<file path="config.mk">
export PLATFORM = sky130hd
export DESIGN_NAME = intr_select
export DESIGN_NICKNAME = d
export VERILOG_FILES = /design/src/rtl/intr_sel_pkg.sv /design/src/rtl/intr_pend_reg.sv /design/src/rtl/intr_dbell_dec.sv /design/src/rtl/intr_gate.sv /design/src/rtl/intr_prio.sv /design/src/rtl/intr_select.sv
export SDC_FILE = /design/constraint.sdc
export NUM_CORES = 1
export LEC_CHECK = 0
export BUFFER_PORTS_ARGS = -buffer_cell sky130_fd_sc_hd__buf_2
export CELL_PAD_IN_SITES_DETAIL_PLACEMENT = 1
export CELL_PAD_IN_SITES_GLOBAL_PLACEMENT = 1
export CORE_ASPECT_RATIO = 0.9
export CORE_UTILIZATION = 30
export DETAILED_ROUTE_END_ITERATION = 8
export GPL_TIMING_DRIVEN = 0
export PLACE_DENSITY_LB_ADDON = 0.05
export SKIP_CTS_REPAIR_TIMING = 1
export SLEW_MARGIN = 25
export SYNTH_ARGS = -nofsm -noshare
export SYNTH_HDL_FRONTEND = slang
export SYNTH_SLANG_ARGS = --single-unit
</file>
<file path="constraint.sdc">
create_clock -name clk -period 2 [get_ports clk]
set_input_delay 0.2 -clock clk [delete_from_list [all_inputs] [get_ports clk]]
set_output_delay 0.2 -clock clk [all_outputs]
set_load 0.1 [all_outputs]
</file>
<file path="src/rtl/intr_sel_pkg.sv">
package intr_sel_pkg;
  localparam int NSRC   = 13;
  localparam int CODE_W = $clog2(NSRC);

  // cause codes, lower value is higher priority
  localparam int C_RST   = 0;
  localparam int C_MCHK  = 1;
  localparam int C_HDEC  = 2;
  localparam int C_EXT   = 3;
  localparam int C_CEXT  = 4;
  localparam int C_WDOG  = 5;
  localparam int C_CDBL  = 6;
  localparam int C_FIT   = 7;
  localparam int C_PIT   = 8;
  localparam int C_DEC   = 9;
  localparam int C_DBL   = 10;
  localparam int C_PERF  = 11;
  localparam int C_THERM = 12;

  // message types for doorbells
  localparam int MT_DBL  = 0;
  localparam int MT_CDBL = 1;
endpackage

</file>
<file path="src/rtl/intr_pend_reg.sv">
module intr_pend_reg #(
  parameter int N = 13
) (
  input  logic         clk,
  input  logic         rst_n,
  input  logic [N-1:0] set_i,
  input  logic [N-1:0] clr_i,
  output logic [N-1:0] pend_o
);
  logic [N-1:0] pend_q;
  logic [N-1:0] pend_d;
  logic         upd_en;

  always_comb begin
    upd_en = (|set_i) | (|clr_i);
    pend_d = (pend_q & ~clr_i) | set_i;
  end

  always_ff @(posedge clk or negedge rst_n) begin
    if (!rst_n) begin
      pend_q <= '0;
    end else if (upd_en) begin
      pend_q <= pend_d;
    end
  end

  assign pend_o = pend_q;
endmodule

</file>
<file path="src/rtl/intr_dbell_dec.sv">
module intr_dbell_dec
  import intr_sel_pkg::*;
#(
  parameter int TAG_W  = 8,
  parameter int TYPE_W = 3
) (
  input  logic              msg_valid_i,
  input  logic              msg_clear_i,
  input  logic [TYPE_W-1:0] msg_type_i,
  input  logic              msg_bcast_i,
  input  logic [TAG_W-1:0]  msg_tag_i,
  input  logic [TAG_W-1:0]  core_id_i,
  output logic [NSRC-1:0]   set_o,
  output logic [NSRC-1:0]   clr_o
);
  logic           hit;
  logic [NSRC-1:0] target;

  always_comb begin
    hit    = msg_valid_i & (msg_bcast_i | (msg_tag_i == core_id_i));
    target = '0;
    if (msg_type_i == TYPE_W'(MT_DBL))  target[C_DBL]  = 1'b1;
    if (msg_type_i == TYPE_W'(MT_CDBL)) target[C_CDBL] = 1'b1;
    set_o = (hit & ~msg_clear_i) ? target : '0;
    clr_o = (hit &  msg_clear_i) ? target : '0;
  end
endmodule

</file>
<file path="src/rtl/intr_gate.sv">
module intr_gate
  import intr_sel_pkg::*;
(
  input  logic [NSRC-1:0] pend_i,
  input  logic            ee_i,
  input  logic            ce_i,
  input  logic            hv_mode_i,
  input  logic            hv_cap_i,
  input  logic            ext_route_i,
  input  logic            hdec_en_i,
  output logic [NSRC-1:0] elig_o
);
  logic [NSRC-1:0] allow;

  always_comb begin
    allow          = {NSRC{ee_i}};
    allow[C_RST]   = 1'b1;
    allow[C_MCHK]  = 1'b1;
    allow[C_HDEC]  = hdec_en_i & (ee_i | ~hv_mode_i);
    allow[C_EXT]   = ee_i | (hv_cap_i & ~hv_mode_i & ~ext_route_i);
    allow[C_CEXT]  = ce_i;
    elig_o         = pend_i & allow;
  end
endmodule

</file>
<file path="src/rtl/intr_prio.sv">
module intr_prio #(
  parameter int N = 13,
  localparam int W = $clog2(N)
) (
  input  logic [N-1:0] req_i,
  output logic         any_o,
  output logic [W-1:0] idx_o
);
  logic [N:0] seen;
  logic [W-1:0] part [N+1];

  assign seen[0] = 1'b0;
  assign part[0] = '0;

  for (genvar g = 0; g < N; g++) begin : g_chain
    assign seen[g+1] = seen[g] | req_i[g];
    assign part[g+1] = (req_i[g] & ~seen[g]) ? W'(g) : part[g];
  end

  assign any_o = seen[N];
  assign idx_o = part[N];
endmodule

</file>
<file path="src/rtl/intr_select.sv">
module intr_select
  import intr_sel_pkg::*;
#(
  parameter int TAG_W  = 8,
  parameter int TYPE_W = 3
) (
  input  logic              clk,
  input  logic              rst_n,
  input  logic [NSRC-1:0]   src_set_i,
  input  logic [NSRC-1:0]   src_clr_i,
  input  logic              ee_i,
  input  logic              ce_i,
  input  logic              hv_mode_i,
  input  logic              hv_cap_i,
  input  logic              ext_route_i,
  input  logic              hdec_en_i,
  input  logic              dec_clr_take_i,
  input  logic              pwr_save_i,
  input  logic              msg_valid_i,
  input  logic              msg_clear_i,
  input  logic [TYPE_W-1:0] msg_type_i,
  input  logic              msg_bcast_i,
  input  logic [TAG_W-1:0]  msg_tag_i,
  input  logic [TAG_W-1:0]  core_id_i,
  input  logic              take_ready_i,
  output logic              take_valid_o,
  output logic [CODE_W-1:0] take_code_o,
  output logic              req_active_o
);
  logic [NSRC-1:0]   pend_q;
  logic [NSRC-1:0]   elig;
  logic [NSRC-1:0]   msg_set;
  logic [NSRC-1:0]   msg_clr;
  logic [NSRC-1:0]   take_clr;
  logic [NSRC-1:0]   clr_on_take;
  logic [NSRC-1:0]   all_set;
  logic [NSRC-1:0]   all_clr;
  logic              pick_any;
  logic [CODE_W-1:0] pick_idx;
  logic              accept;
  logic              valid_q, valid_d;
  logic [CODE_W-1:0] code_q, code_d;
  logic              out_en;

  intr_dbell_dec #(.TAG_W(TAG_W), .TYPE_W(TYPE_W)) u_dbell (
    .msg_valid_i (msg_valid_i),
    .msg_clear_i (msg_clear_i),
    .msg_type_i  (msg_type_i),
    .msg_bcast_i (msg_bcast_i),
    .msg_tag_i   (msg_tag_i),
    .core_id_i   (core_id_i),
    .set_o       (msg_set),
    .clr_o       (msg_clr)
  );

  // which causes lose their flag when accepted
  always_comb begin
    clr_on_take         = '1;
    clr_on_take[C_EXT]  = 1'b0;
    clr_on_take[C_CEXT] = 1'b0;
    clr_on_take[C_DEC]  = dec_clr_take_i;
  end

  assign accept = valid_q & take_ready_i;

  for (genvar g = 0; g < NSRC; g++) begin : g_take_clr
    assign take_clr[g] = accept & (code_q == CODE_W'(g)) & clr_on_take[g];
  end

  always_comb begin
    all_set         = src_set_i | msg_set;
    all_set[C_HDEC] = all_set[C_HDEC] & ~pwr_save_i;
    all_clr         = src_clr_i | msg_clr | take_clr;
    all_clr[C_HDEC] = all_clr[C_HDEC] | pwr_save_i;
  end

  intr_pend_reg #(.N(NSRC)) u_pend (
    .clk    (clk),
    .rst_n  (rst_n),
    .set_i  (all_set),
    .clr_i  (all_clr),
    .pend_o (pend_q)
  );

  intr_gate u_gate (
    .pend_i      (pend_q),
    .ee_i        (ee_i),
    .ce_i        (ce_i),
    .hv_mode_i   (hv_mode_i),
    .hv_cap_i    (hv_cap_i),
    .ext_route_i (ext_route_i),
    .hdec_en_i   (hdec_en_i),
    .elig_o      (elig)
  );

  intr_prio #(.N(NSRC)) u_prio (
    .req_i (elig),
    .any_o (pick_any),
    .idx_o (pick_idx)
  );

  // presentation stage: hold until accepted, one idle cycle after acceptance
  always_comb begin
    valid_d = valid_q;
    code_d  = code_q;
    out_en  = 1'b0;
    if (valid_q) begin
      if (take_ready_i) begin
        valid_d = 1'b0;
        out_en  = 1'b1;
      end
    end else if (pick_any) begin
      valid_d = 1'b1;
      code_d  = pick_idx;
      out_en  = 1'b1;
    end
  end

  always_ff @(posedge clk or negedge rst_n) begin
    if (!rst_n) begin
      valid_q <= 1'b0;
      code_q  <= '0;
    end else if (out_en) begin
      valid_q <= valid_d;
      code_q  <= code_d;
    end
  end

  assign take_valid_o = valid_q;
  assign take_code_o  = code_q;
  assign req_active_o = |pend_q;
endmodule

</file>
==> results.yml <==
route:
  final_antenna_net_count: 0
  drt-pass1-iter-count: 4
  initialDrtViolationCount: 28
  vias: 1241
  route.detailed.drc: 0
  post_drt_via_cell_ratio: 5.15
  wire_per_inst_um: 14.9
  drt_wl_total_um: 3590
floorplan:
  start_util: 0.327
  die_h_um: 60.6
  ios: 65
  core_mm2: 0.00350
  rows: 20
  die-area_mm2: 0.00407
  die_x_um: 67.1
global_route:
  antenna_found_initial: 0
  grt_pass1_wl_um: 5870
  grt_overflow_total: 0
  grt_max_degree: 19
  grt.total_usage: 0.201
  grt_pass1_vias: 1270
sta:
  worst_pin_slew_ns: 0.506
  setup_viol: 0
  fin_crit_sh: 0.923
  fin_skew_ns: 0.00253
  hold_slack_ns: 0.0756
  hold_violations: 0
  slew_viol_final: 0
  post-route-min-period_ns: 1.85
  fin_ws_ns: 0.153
  relSlewSlack: 0.660
  rsz0062_at_grt: "false"
  fmax_mhz: 542
status:
  status: "complete, no violations"
clocking:
  cts_tree: "built"
  numCtsBuffers: 3
  cts-root-buf: "clkbuf_8"
  clk_latency_ns: 0.26
  clockBufferDepth: 2
  h-tree-depth: 1
  clkSlewWorstSetupHoldPaths_ns: 0.07
  cts.sinks: 18
setup_path:
  crit_arrival_ns: 1.65
  reg2reg_depth: 5
  worst_setup_path_start_kind: "register"
  criticalPathCategory: "reg -> out"
  max_stage_delay_ns: 0.44
  worst_ep_required_time_ns: 1.80
  reg2reg_to: "take_code_o[3]"
  regToRegSetupSlack_ns: 0.18
  crit_family: "simple AND/OR/NAND/NOR gates"
  cp.buffers_inverters: 1
  path_max_fanout: 4
  cpMaxStageDelayCell: "or3_4"
  crit_chain: "or3_4 -> nor3_2 -> nand4_1 -> buf_2"
  endpoint_kind: "output port"
  crit-reg2reg-launch: "u_pend.pend_o[5]"
synth:
  synth.distinct_cells: 37
  synth_nets: 188
  synth-edff-count: 0
  synth_seq_area_share: 0.393
  syn_inst: 129
  synthFlopType: "dfrtp_1"
  synth-seq-cells: 18
  syn_area_mm2: 0.00114
  async_flop_share: 1.00
  yosysWarnings: 0
  synth_area_per_cell_um2: 8.87
finish:
  fillCellCount: 439
  regArea_um2: 452
  multi_input_area_um2: 633
  drive_gt1_frac: 0.426
  nNetsFinal: 257
  antennaDiodeCount: 0
  final_util: 0.453
  syn2layout_area_growth_pct: 38.6
hold_path:
  hold_end: "u_pend.pend_o[2]"
  min_path_type: "in -> reg"
  holdCritStartpoint: "pwr_save_i"
  whs_path_depth: 2
power_and_ir_drop:
  power_density_mw_per_mm2: 714
  p_leak_nw: 0.769
  power_mw: 1.13
  peakVddDrop_uv: 486
place:
  dp_slack_ns: 0.198
  dp_hpwl_um: 3040
  place.gp.congestion: 0.770
  port_buffers: 63
flow_run:
  drv_cap: 0
-- area by class of cell --
type	instances	share of cell area
Timing Repair Buffer	64	0.205
Clock buffer	4	0.0347
Buffer	2	0.00631
Tap cell	44	0.0347
Multi-Input combinational cell	94	0.399
Sequential cell	18	0.285
Inverter	15	0.0355
-- layout by cell type, fill, tap and decap left out, drive strengths merged, types with 2 or more instances in the layout --
| master | synthesis | layout |
|---|---|---|
| a21o | 3 | 3 |
| a21oi | 7 | 7 |
| a311o | 3 | 3 |
| a31o | 8 | 8 |
| a31oi | 2 | 2 |
| buf | 2 | 65 |
| clkbuf | 0 | 4 |
| dfrtp | 18 | 18 |
| inv | 15 | 15 |
| mux2i | 2 | 2 |
| nand2 | 10 | 10 |
| nand2b | 2 | 2 |
| nand3 | 5 | 5 |
| nor2 | 15 | 15 |
| nor2b | 4 | 4 |
| nor3 | 4 | 4 |
| nor4 | 2 | 2 |
| o21ai | 2 | 2 |
| o32a | 2 | 2 |
| or3 | 2 | 2 |
| xnor2 | 2 | 2 |
| xor2 | 6 | 6 |
-- metal layers --
layer / share of wire / track usage / routed length (um)
met1: 0.42 / 0.249 / 1520
met3: 0.064 / 0.0564 / 231
met2: 0.50 / 0.339 / 1780
met4: 0.015 / 0.0638 / 54
met5: 0 / 0 / 0
-- state kept, by name, indices dropped and copies added, names as in the netlist --
register       cells
take_code_o        4
u_pend.pend_o     13
take_valid_o       1
-- cells by family after synthesis --
| group | Yosys count | synth area share |
|---|---|---|
| and+or+nand+nor | 49 | 0.219 |
| AOI/OAI and AO/OA | 35 | 0.251 |
| buffers and inverters | 17 | 0.0579 |
| DFF | 18 | 0.393 |
| xor gates and xnor gates | 8 | 0.0612 |
| muxes | 2 | 0.0175 |
-- synthesized netlist by cell type, types with 2 or more instances --
cell type | number | area, um2
dfrtp_1 | 18 | 450
nor4_1 | 2 | 12.5
inv_1 | 14 | 52.6
nand3_1 | 5 | 25.0
nand2_1 | 10 | 37.5
xor2_1 | 6 | 52.6
o21ai_0 | 2 | 10.0
xnor2_1 | 2 | 17.5
a21o_1 | 3 | 22.5
o32a_1 | 2 | 20.0
nand2b_1 | 2 | 12.5
nor3_1 | 4 | 20.0
a21oi_1 | 7 | 35.0
buf_2 | 2 | 10.0
nor2b_1 | 4 | 25.0
a31o_2 | 8 | 70.1
nor2_1 | 14 | 52.6
a31oi_1 | 2 | 12.5
mux2i_1 | 2 | 20.0
a311o_1 | 3 | 30.0
-- report_power, final --
part	switching, mW	total (mW)	internal, mW
Clock	0.130	0.306	0.176
Combinational	0.246	0.375	0.129
Sequential	0.0519	0.453	0.401
Total	0.428	1.13	0.705
-- stage by stage --
step,std cells,TNS [ns],cell area (um2)
floorplan,129,-0.00809,1150
global placement,236,0,1520
detailed placement,236,0,1520
CTS,240,0,1580
global route,241,0,1590
finish,241,0,1590
-- worst max-delay path by stage --
stage,startpoint,endpoint,slack [ns],cells after the start
floorplan,u_pend.pend_o[5],req_active_o,-0.008,3
global placement,u_pend.pend_o[5],take_code_o[3],0.19,5
detailed placement,u_pend.pend_o[5],take_code_o[3],0.20,5
CTS,u_pend.pend_o[5],req_active_o,0.14,4
global route,u_pend.pend_o[5],req_active_o,0.05,4
finish,u_pend.pend_o[5],req_active_o,0.15,4
-- worst reg2reg max path, cell delays in order (launching register included) --
cell      delay (ns)
dfrtp_1         0.41
or3_4           0.44
o31ai_4         0.20
o2111a_2        0.26
nor2_2          0.07
o32a_1          0.33
Note: power is estimated with default switching activity, not from simulation.
